## config.mk

```make
export PLATFORM = sky130hd
export DESIGN_NAME = spi_regmap_master
export DESIGN_NICKNAME = d
export VERILOG_FILES = /design/src/rtl/spi_rm_pkg.sv /design/src/rtl/spi_rm_fifo.sv /design/src/rtl/spi_rm_shifter.sv /design/src/rtl/spi_regmap_master.sv
export SDC_FILE = /design/constraint.sdc
export NUM_CORES = 1
export LEC_CHECK = 0
export ABC_AREA = 1
export BUFFER_PORTS_ARGS = -buffer_cell sky130_fd_sc_hd__clkbuf_2
export CAP_MARGIN = 25
export CORE_MARGIN = 2
export CORE_UTILIZATION = 25
export CTS_CLUSTER_SIZE = 16
export DETAILED_ROUTE_END_ITERATION = 6
export PLACE_DENSITY = 0.41
export SYNTH_ARGS = -nofsm -noshare
export SYNTH_HDL_FRONTEND = slang
export SYNTH_SLANG_ARGS = --single-unit
```

## constraint.sdc

```tcl
create_clock -name clk -period 4.8 [get_ports clk]
set_clock_uncertainty 0.1 [all_clocks]
set_input_delay 0.72 -clock clk [delete_from_list [all_inputs] [get_ports clk]]
set_output_delay 0.72 -clock clk [all_outputs]
set_load 0.01 [all_outputs]
```

## src/rtl/spi_rm_pkg.sv

```systemverilog
package spi_rm_pkg;
    localparam int unsigned ADDR_W = 9;
    localparam int unsigned DATA_W = 32;

    localparam logic [ADDR_W-1:0] OFF_CMD  = 9'h000;
    localparam logic [ADDR_W-1:0] OFF_CMD2 = 9'h004;
    localparam logic [ADDR_W-1:0] OFF_STAT = 9'h008;
    localparam logic [ADDR_W-1:0] OFF_TXF  = 9'h100;
    localparam logic [ADDR_W-1:0] OFF_RXF  = 9'h180;

    // command fields
    localparam int unsigned C_EN    = 31;
    localparam int unsigned C_GO    = 30;
    localparam int unsigned C_IDLE  = 24;
    localparam int unsigned C_PHASE = 21;
    localparam int unsigned C_POL   = 13;
    localparam int unsigned C_VAL   = 12;
    localparam int unsigned C_SOFT  = 11;
    localparam logic [DATA_W-1:0] CMD_KEEP  = 32'h9320_381F;
    // command2 fields
    localparam int unsigned C2_RX   = 31;
    localparam int unsigned C2_TX   = 30;
    localparam logic [DATA_W-1:0] CMD2_KEEP = 32'hC00E_0000;
    // status action bits
    localparam int unsigned S_RXFLUSH = 27;
    localparam int unsigned S_TXFLUSH = 26;

    typedef struct packed {
        logic rdy;
        logic err;
        logic rx_ovf;
        logic tx_unr;
        logic tx_ovf;
        logic rx_unr;
    } evt_t;
endpackage

```

## src/rtl/spi_rm_fifo.sv

```systemverilog
module spi_rm_fifo #(
    parameter int unsigned W     = 32,
    parameter int unsigned DEPTH = 4
) (
    input  logic         clk,
    input  logic         rst_n,
    input  logic         push_i,
    input  logic [W-1:0] data_i,
    input  logic         pop_i,
    input  logic         flush_i,
    output logic [W-1:0] head_o,
    output logic         full_o,
    output logic         empty_o
);
    localparam int unsigned PW = (DEPTH > 1) ? $clog2(DEPTH) : 1;
    localparam int unsigned CW = $clog2(DEPTH + 1);
    localparam logic [PW-1:0] LAST = PW'(DEPTH - 1);
    localparam logic [CW-1:0] FULLC = CW'(DEPTH);

    typedef struct packed {
        logic [DEPTH-1:0][W-1:0] mem;
        logic [PW-1:0]           rp;
        logic [PW-1:0]           wp;
        logic [CW-1:0]           cnt;
    } fifo_st_t;

    fifo_st_t q, d;
    logic do_pop, do_push;

    always_comb begin
        d       = q;
        do_pop  = pop_i && (q.cnt != '0);
        do_push = push_i && ((q.cnt != FULLC) || do_pop);
        if (flush_i) begin
            d.rp  = '0;
            d.wp  = '0;
            d.cnt = '0;
        end else begin
            if (do_push) begin
                d.mem[q.wp] = data_i;
                d.wp = (q.wp == LAST) ? '0 : q.wp + 1'b1;
            end
            if (do_pop) begin
                d.rp = (q.rp == LAST) ? '0 : q.rp + 1'b1;
            end
            d.cnt = q.cnt + CW'(do_push) - CW'(do_pop);
        end
    end

    always_ff @(posedge clk or negedge rst_n) begin
        if (!rst_n) q <= '0;
        else        q <= d;
    end

    assign head_o  = q.mem[q.rp];
    assign full_o  = (q.cnt == FULLC);
    assign empty_o = (q.cnt == '0);
endmodule

```

## src/rtl/spi_rm_shifter.sv

```systemverilog
module spi_rm_shifter #(
    parameter int unsigned DIV_N = 3,
    parameter int unsigned MAXW  = 32
) (
    input  logic                     clk,
    input  logic                     rst_n,
    input  logic                     start_i,
    input  logic [$clog2(MAXW)-1:0]  len_i,
    input  logic                     cpol_i,
    input  logic                     cpha_i,
    input  logic [MAXW-1:0]          word_i,
    input  logic                     idle_lvl_i,
    input  logic                     miso_i,
    output logic                     sclk_o,
    output logic                     mosi_o,
    output logic                     busy_o,
    output logic                     done_o,
    output logic [MAXW-1:0]          rx_word_o
);
    localparam int unsigned LW = $clog2(MAXW);
    localparam int unsigned EW = LW + 2;
    localparam int unsigned DW = (DIV_N > 0) ? $clog2(DIV_N + 1) : 1;
    localparam logic [DW-1:0] DIV_TOP = DW'(DIV_N);

    typedef struct packed {
        logic            busy;
        logic [DW-1:0]   div;
        logic [EW-1:0]   edge_n;
        logic [LW-1:0]   len;
        logic            cpha;
        logic            sclk;
        logic [MAXW-1:0] tx;
        logic [MAXW-1:0] rx;
    } sh_st_t;

    sh_st_t q, d;
    logic [EW-1:0] last_edge;
    logic          sample_now;

    always_comb begin
        d          = q;
        done_o     = 1'b0;
        last_edge  = {1'b0, q.len, 1'b1};
        sample_now = (q.edge_n[0] == q.cpha);
        if (!q.busy) begin
            d.sclk = idle_lvl_i;
            if (start_i) begin
                d.busy   = 1'b1;
                d.div    = '0;
                d.edge_n = '0;
                d.len    = len_i;
                d.cpha   = cpha_i;
                d.sclk   = cpol_i;
                d.tx     = word_i;
                d.rx     = '0;
            end
        end else if (q.div == DIV_TOP) begin
            d.div    = '0;
            d.sclk   = ~q.sclk;
            d.edge_n = q.edge_n + 1'b1;
            if (sample_now)             d.rx = {q.rx[MAXW-2:0], miso_i};
            else if (q.edge_n != '0)    d.tx = q.tx << 1;
            if (q.edge_n == last_edge) begin
                d.busy = 1'b0;
                done_o = 1'b1;
            end
        end else begin
            d.div = q.div + 1'b1;
        end
    end

    always_ff @(posedge clk or negedge rst_n) begin
        if (!rst_n) q <= '0;
        else        q <= d;
    end

    assign rx_word_o = d.rx;
    assign mosi_o    = q.tx[q.len];
    assign sclk_o    = q.sclk;
    assign busy_o    = q.busy;
endmodule

```

## src/rtl/spi_regmap_master.sv

```systemverilog
module spi_regmap_master
    import spi_rm_pkg::*;
#(
    parameter int unsigned DIV_N      = 3,
    parameter int unsigned FIFO_DEPTH = 4,
    parameter int unsigned NUM_CS     = 2
) (
    input  logic              clk,
    input  logic              rst_n,
    input  logic              bus_req_i,
    input  logic              bus_we_i,
    input  logic [8:0]        bus_addr_i,
    input  logic [31:0]       bus_wdata_i,
    output logic [31:0]       bus_rdata_o,
    output logic              sclk_o,
    output logic              mosi_o,
    input  logic              miso_i,
    output logic [NUM_CS-1:0] cs_o
);
    typedef struct packed {
        logic [DATA_W-1:0] cmd;
        logic [DATA_W-1:0] cmd2;
        evt_t              evt;
        logic [DATA_W-1:0] rdata;
    } top_st_t;

    top_st_t q, d;

    logic              tx_push, tx_pop, tx_flush, tx_full, tx_empty;
    logic              rx_push, rx_pop, rx_flush, rx_full, rx_empty;
    logic [DATA_W-1:0] tx_head, rx_head, rx_word, sh_word;
    logic              sh_start, sh_busy, sh_done;
    logic              wr, rd;
    logic [DATA_W-1:0] stat_word;
    logic              flag_rdy, flag_err, flag_txovf, cfg_idle, cfg_cspol;

    always_comb begin
        stat_word     = '0;
        stat_word[31] = sh_busy;
        stat_word[30] = q.evt.rdy;
        stat_word[29] = q.evt.err;
        stat_word[25] = q.evt.rx_ovf;
        stat_word[24] = q.evt.tx_unr;
        stat_word[23] = rx_empty;
        stat_word[22] = rx_full;
        stat_word[21] = tx_empty;
        stat_word[20] = tx_full;
        stat_word[19] = q.evt.tx_ovf;
        stat_word[18] = q.evt.rx_unr;
    end

    always_comb begin
        d        = q;
        d.rdata  = '0;
        wr       = bus_req_i && bus_we_i;
        rd       = bus_req_i && !bus_we_i;
        tx_push  = 1'b0;
        tx_pop   = 1'b0;
        tx_flush = 1'b0;
        rx_pop   = 1'b0;
        rx_push  = 1'b0;
        rx_flush = 1'b0;
        sh_start = 1'b0;
        sh_word  = (q.cmd2[C2_TX] && !tx_empty) ? tx_head : '0;

        if (wr) begin
            unique case (bus_addr_i)
                OFF_CMD: begin
                    d.cmd = bus_wdata_i & CMD_KEEP;
                    if (bus_wdata_i[C_GO]) begin
                        if (sh_busy) begin
                            d.evt.err = 1'b1;
                        end else if (bus_wdata_i[C_EN]) begin
                            sh_start = 1'b1;
                            if (q.cmd2[C2_TX]) begin
                                if (tx_empty) d.evt.tx_unr = 1'b1;
                                else          tx_pop = 1'b1;
                            end
                        end
                    end
                end
                OFF_CMD2: d.cmd2 = bus_wdata_i & CMD2_KEEP;
                OFF_STAT: begin
                    d.evt    = q.evt & ~{bus_wdata_i[30], bus_wdata_i[29], bus_wdata_i[25],
                                         bus_wdata_i[24], bus_wdata_i[19], bus_wdata_i[18]};
                    tx_flush = bus_wdata_i[S_TXFLUSH];
                    rx_flush = bus_wdata_i[S_RXFLUSH];
                end
                OFF_TXF: begin
                    if (tx_full) d.evt.tx_ovf = 1'b1;
                    else         tx_push = 1'b1;
                end
                default: ;
            endcase
        end

        if (rd) begin
            unique case (bus_addr_i)
                OFF_CMD:  d.rdata = q.cmd;
                OFF_CMD2: d.rdata = q.cmd2;
                OFF_STAT: d.rdata = stat_word;
                OFF_RXF: begin
                    if (rx_empty) begin
                        d.evt.rx_unr = 1'b1;
                    end else begin
                        rx_pop  = 1'b1;
                        d.rdata = rx_head;
                    end
                end
                default: ;
            endcase
        end

        if (sh_done) begin
            d.evt.rdy = 1'b1;
            if (q.cmd2[C2_RX]) begin
                if (rx_full && !rx_pop) d.evt.rx_ovf = 1'b1;
                else                    rx_push = 1'b1;
            end
        end
    end

    always_ff @(posedge clk or negedge rst_n) begin
        if (!rst_n) q <= '0;
        else        q <= d;
    end

    spi_rm_fifo #(.W(DATA_W), .DEPTH(FIFO_DEPTH)) txq_i (
        .clk(clk), .rst_n(rst_n), .push_i(tx_push), .data_i(bus_wdata_i),
        .pop_i(tx_pop), .flush_i(tx_flush), .head_o(tx_head),
        .full_o(tx_full), .empty_o(tx_empty)
    );

    spi_rm_fifo #(.W(DATA_W), .DEPTH(FIFO_DEPTH)) rxq_i (
        .clk(clk), .rst_n(rst_n), .push_i(rx_push), .data_i(rx_word),
        .pop_i(rx_pop), .flush_i(rx_flush), .head_o(rx_head),
        .full_o(rx_full), .empty_o(rx_empty)
    );

    spi_rm_shifter #(.DIV_N(DIV_N), .MAXW(DATA_W)) eng_i (
        .clk(clk), .rst_n(rst_n), .start_i(sh_start),
        .len_i(bus_wdata_i[4:0]), .cpol_i(bus_wdata_i[C_IDLE]),
        .cpha_i(bus_wdata_i[C_PHASE]), .word_i(sh_word),
        .idle_lvl_i(q.cmd[C_IDLE]), .miso_i(miso_i), .sclk_o(sclk_o),
        .mosi_o(mosi_o), .busy_o(sh_busy), .done_o(sh_done), .rx_word_o(rx_word)
    );

    for (genvar i = 0; i < NUM_CS; i++) begin : g_cs
        logic sel_hit;
        assign sel_hit = q.cmd[C_SOFT] && q.cmd[C_VAL] && (q.cmd2[19:18] == 2'(i));
        assign cs_o[i] = sel_hit ? q.cmd[C_POL] : ~q.cmd[C_POL];
    end

    assign bus_rdata_o = q.rdata;
    assign flag_rdy    = q.evt.rdy;
    assign flag_err    = q.evt.err;
    assign flag_txovf  = q.evt.tx_ovf;
    assign cfg_idle    = q.cmd[C_IDLE];
    assign cfg_cspol   = q.cmd[C_POL];
endmodule

```

# Word level (Yosys, flattened, before mapping)
# Cells that the tools add are included.
# word_totals
out_inout_bits	36
register_bits	407
elab_cells	214
inputBits	46
# classes
bitwise_logic	7
n_lt_le_gt_ge	7
n_mux	88
reduce_logical	45
n_addsub	10
eq_ne	26
# op_table
op	count
$mux W32	9
$bwmux W128	2
$mux W65	2
$bmux W32 S2	2
$demux W32 S2	2
$pmux W32 S4	1
$mux W81	1
$mux W1	50
$mux W33	1
$mux W7	3
$eq A9 B9 Y1 const B	2
$mux W2	9
$ne A2 B2 Y1 const B	9
$reduce_bool A2 Y1	9
$reduce_and A2 Y1	7
$logic_and A1 B1 Y1	13
$lt A2 B3 Y1 const B	4
$add A2 B1 Y2 const B	5
$eq A2 B2 Y1 const B	5
$mux W10	1
$eq A9 B3 Y1 const B	1
$eq A9 B4 Y1 const B	1
$logic_not A9 Y1	1
$reduce_and A4 Y1	2
25 further kinds	41

# Longest topological paths before layout
# depth
word_depth	14
ltp_mapped	15
depth_no_buf	14

# Hierarchy
# From an unflattened synthesis, not the netlist that was laid out.
# unflattened
hier_cells	2500
hier_area_um2	19941.6
# by_module_without_submodules
mod	seq_area_each_um2	area_per_inst_um2	instances	cells_each
spi_rm_fifo at rxq_i	3378.2	6228.5	1	782
spi_rm_fifo at txq_i	3378.2	6207.2	1	781
spi_rm_shifter	2026.9	4326.6	1	514
spi_regmap_master	1401.3	3179.3	1	423

# Worst setup path after synthesis
# Ideal clock, no wire load.
# synth_path
kind	input to register
start	in bus_addr_i[1]
end	reg txq_i.q[2] in the netlist's numbering
required_ns	4.585
stages	15
path_buffers	1
setup_time_ns	0.115
arrival_time_ns	2.844
setup_slack_ns	1.741
path_cell_list	nor2_2 nand2_1 nor2_2 nand2_1 inv_2 nand3_1 inv_2 buf_2 ha_1 inv_1 ha_1 fa_1 or2_2 nand3_1 inv_1
# synth_lines
element	line	source
start: declaration	spi_regmap_master.sv:12	input logic [8:0] bus_addr_i,
end signal: assignment	spi_rm_fifo.sv:51	if (!rst_n) q <= '0;
end signal: assignment	spi_rm_fifo.sv:52	else q <= d;
end: declaration	spi_rm_fifo.sv:27	fifo_st_t q, d;

# Worst setup path in the final report
# layout_path
start	reg eng_i.q (netlist bit eng_i.last_edge[1])
end	out mosi_o
# layout_via
elab_chain_cells	2
# layout_lines
element	line	source
start: declaration	spi_rm_shifter.sv:36	sh_st_t q, d;
start signal: assignment	spi_rm_shifter.sv:73	if (!rst_n) q <= '0;
start signal: assignment	spi_rm_shifter.sv:74	else q <= d;
$bmux W1 S5	spi_rm_shifter.sv:78	assign mosi_o = q.tx[q.len];
$mux W1 (implied by the code)	spi_rm_shifter.sv:78	
end: declaration	spi_regmap_master.sv:16	output logic mosi_o,
# Every way passes these cells. The select of a mux whose other input is x is not followed.

==> reports/results.txt <==
In the synthesized netlist the dominant register cell turns out to be sky130_fd_sc_hd__dfrtp_1. Max-cap violations in this run came to 0. The finished layout holds 3478 standard cells, fillers aside. The proportion of synthesized chip area in sequential cells came out at 52.0%. The logs give 102 for the row count and 0.60 ns for the clock insertion delay at the later pin of the skew report. The initial utilization of the core area, before any placement, comes to 25.3%.

First-pass iteration count of the detailed router: 5. Tracing the worst setup path back leads to its startpoint at eng_i.last_edge[1]. The worst register-to-register path has a setup slack of 1.71 ns.

Setup violations remaining at the end of the flow were counted as 0. The maximum vdd ir drop is 0.226 mV, and the average via count per standard cell is 4.70. The congestion estimate from routability-driven global placement came to 0.779.

Clock-pin slew was measured on the worst setup and hold paths at 0.06 ns. The clock period minus final worst setup slack works out to 3.77 ns. Required time at the worst-slack endpoint: 3.98 ns. The slowest stage of the critical path belongs to the cell sky130_fd_sc_hd__dfrtp_1.

The run gives 50 as the total CTS buffers. Setup repair after global routing left no endpoint under its margin. The maximum clock path buffer count was 3.

For this run, design rule violations remaining after detail routing come to 0. The synthesized netlist net count is 2489. Once detail routing completed, the nets flagged for antenna violations numbered 0. Counting flops with a built-in enable in the synthesized netlist gives 0. The cell type with the highest occurrence count on the critical path is sky130_fd_sc_hd__nand2_1. The critical path crosses 9 cells after its start point. The final route contains 16.4k vias. Counting flops with an async set or reset pin after synthesis yields a share of 100%. The number of hold buffers added after CTS was 0.

The area growth from synthesis to layout came out at 14.6%. The floorplan step defined a die boundary enclosing 80500 um^2. The clock tree synthesis step divided the H-tree into 2 levels. The post-route worst hold slack came out at 0.0165 ns. The largest net degree at the start of global routing came out at 129. Port buffering added 81 buffers.

Traced cell by cell, the critical path runs through inv_1 > a21oi_1 > o21ai_0 > o211ai_1 > nand3_1 > nand2_1 > nand2_1 > nand2_1 > clkbuf_2. After routing, the total negative slack on setup checks comes to 0 ns. The fraction of final layout cells with drive strength greater than 1 is 9.31%, and the fraction of the core area covered by cells at the end of the flow is 29.0%. The tools report the reported leakage power as 0.0106 uW. The top-level I/O count is 82, and the worst relative slew slack is 30.3%. The run finished with clean final reports. Category of cells accounting for the largest share of critical-path delay: flip-flops. The tools report the core footprint as 77500 um^2. The mean area per synthesized cell was 8.07 um^2. For the via count of the first global-routing pass, the log shows 16.5k.

The tools report the area of the mapped netlist as 19600 um^2. The global-route wire length before repair was 100000 um. STA classifies the critical path endpoint as an output pin.

In the final design database the tool counted 2463 nets. Number of DRC markers in iteration 0: 1164. The startpoint of the most critical register-to-register path is eng_i.last_edge[1]. The number of filler cells placed in the layout is 8405, and the number of gates resized after CTS is 0. The number of instances in the synthesized netlist is 2424, and the number of cells in the design after placement is 3385. The min-delay analysis places its worst path in the category primary input to async pin. Across every metal layer, demand over resource in global routing totals 15.7%.

The setup fix buffers added after clock tree synthesis was 0; the fraction of the cycle the final worst path needs was 78.6%. Post-layout worst setup margin: 1.03 ns. The tools report the fmax as 265 MHz.

The maximum fanout count along the critical path is 20. The worst setup path is launched from a flip-flop. Leaving out fill and tap cells, the most frequent cell in the layout is sky130_fd_sc_hd__nand2_1. For the pin with the worst max-slew slack, the measured transition is 1.05 ns.

The sum of buffers and inverters on the critical path came out at 2. The final routed wire length divided by cell count was 18.2 um; the die extent in y was 284 um. Leaving out fill and tap cells, the most frequent cells in the layout are sky130_fd_sc_hd__nand2_1 (677), sky130_fd_sc_hd__dfrtp_1 (405), sky130_fd_sc_hd__o21ai_0 (204), sky130_fd_sc_hd__nor2_1 (199), sky130_fd_sc_hd__inv_1 (146). The worst register-to-register path has a depth of 10. Number of antenna violations at the first check in global routing: 1.

Classification of the worst setup path: flip-flop to output pin. The total of flip-flops plus latches after synthesis was 407. The run gives 0 as the hold violation count in the final report. For this design the ratio of total power to cell area is 342 nW/um^2. OpenSTA, run right after detailed placement, puts the worst setup slack at 1.27 ns.

The capturing instance or port of the critical path was mosi_o. For the worst setup path, the data arrival time is 2.95 ns. TritonCTS built the clock tree.

The yosys synthesis warning count came out at 0. The tools report the count of pins over their slew limit as 0. The horizontal die dimension was 284 um. The endpoint identified for the worst register-to-register timing path is rxq_i.q[18]. The stage delay of the slowest cell on the critical path was 0.84 ns. The number of different library cells used by synthesis comes to 37. Wires add up to 63400 um.

Detailed placement finished with a half-perimeter wire length of 38500 um. The tools report the total number of clock tree sinks as 407. The clock tree root driver cell is sky130_fd_sc_hd__clkbuf_16.

Global routing finished with a remaining overflow of 0.
-- Yosys cell counts, types with 40 or more instances --
library cell	n	area (um^2)
sky130_fd_sc_hd__buf_2	54	270
sky130_fd_sc_hd__buf_4	50	375
sky130_fd_sc_hd__inv_1	147	552
sky130_fd_sc_hd__nor2_1	199	747
sky130_fd_sc_hd__clkbuf_1	84	315
sky130_fd_sc_hd__dfrtp_1	407	10200
sky130_fd_sc_hd__o22ai_1	40	250
sky130_fd_sc_hd__o21ai_1	128	641
sky130_fd_sc_hd__nand4_1	139	870
sky130_fd_sc_hd__a21oi_1	53	265
sky130_fd_sc_hd__o21ai_0	204	1020
sky130_fd_sc_hd__nand2_1	677	2540
sky130_fd_sc_hd__nand3_1	128	641
-- registers in the layout, indices dropped and copies added (netlist names) --
name and flops:
eng_i.busy_o 1, flag_err 1, eng_i.last_edge 5, txq_i.q 135, cfg_idle 1, flag_txovf 1, flag_rdy 1, rxq_i.q 135
eng_i.sclk_o 1, bus_rdata_o 32, cfg_cspol 1, eng_i.q 74, q 19
-- worst register-to-register path, cell delays in order, from the launching register on --
cell and delay (ns):
sky130_fd_sc_hd__dfrtp_1 0.84, sky130_fd_sc_hd__inv_1 0.51, sky130_fd_sc_hd__nand2_1 0.16, sky130_fd_sc_hd__nand2_1 0.06, sky130_fd_sc_hd__nor2_1 0.14, sky130_fd_sc_hd__nand4_1 0.27, sky130_fd_sc_hd__nor2_2 0.28, sky130_fd_sc_hd__nand4_1 0.11
sky130_fd_sc_hd__buf_4 0.33, sky130_fd_sc_hd__nand2_1 0.13, sky130_fd_sc_hd__nand2_1 0.06
-- worst min-delay path by stage --
stage | end | startpoint | slack, ns | cells after the start
after floorplan | bus_rdata_o[0] | rst_n | 0.32 | 0
after global placement | rxq_i.q[101] | rxq_i.q[101] | 0.35 | 2
after detailed placement | rxq_i.q[58] | rxq_i.q[58] | 0.35 | 2
after CTS | txq_i.q[77] | rst_n | 0.10 | 1
after global routing | txq_i.q[49] | rst_n | 0.13 | 1
final | txq_i.q[49] | rst_n | 0.02 | 1
-- logic make-up after synthesis --
group | synth area share (%)
xor gates and xnor gates | 0.358
adders and majority gates | 1.29
DFF | 52.0
and+or+nand+nor | 25.5
AOI/OAI and AO/OA | 12.7
buffers and inverters | 8.04
-- layer usage --
layer / GRT usage (%) / share of wire, % / vias up
met5: 0 / 0 / -
met4: 4.46 / 2.4 / 0
met3: 2.11 / 3.3 / 97
met2: 27.3 / 49 / 290
met1: 20.3 / 45 / 8007
li1: - / - / 7959
-- power breakdown --
| group | leakage [uW] | internal, uW | switching, uW |
|---|---|---|---|
| combinational | 0.00443 | 71.7 | 212 |
| sequential | 0.00535 | 3450 | 14.3 |
| clock | 0.000830 | 2370 | 1550 |
| total | 0.0106 | 5890 | 1780 |
-- cell type report --
class / count / area [um^2] / share of cell area (%)
clock inverter: 12 / 191 / 0.854
multi-input combinational: 1666 / 7850 / 35.0
timing repair buffer: 121 / 818 / 3.65
sequential: 407 / 10200 / 45.4
antenna: 1 / 2.50 / 0.0112
inverter: 152 / 571 / 2.54
clock buffer: 79 / 1510 / 6.73
tap: 1040 / 1300 / 5.80
-- stage by stage --
step                instance area, um^2  power (uW)
floorplan                         19600        3650
global placement                  20600        3820
detailed placement                20700        3820
CTS                               22400        7820
global route                      22400        8000
finish                            22400        7670
Note: power is estimated with default switching activity, not from simulation.
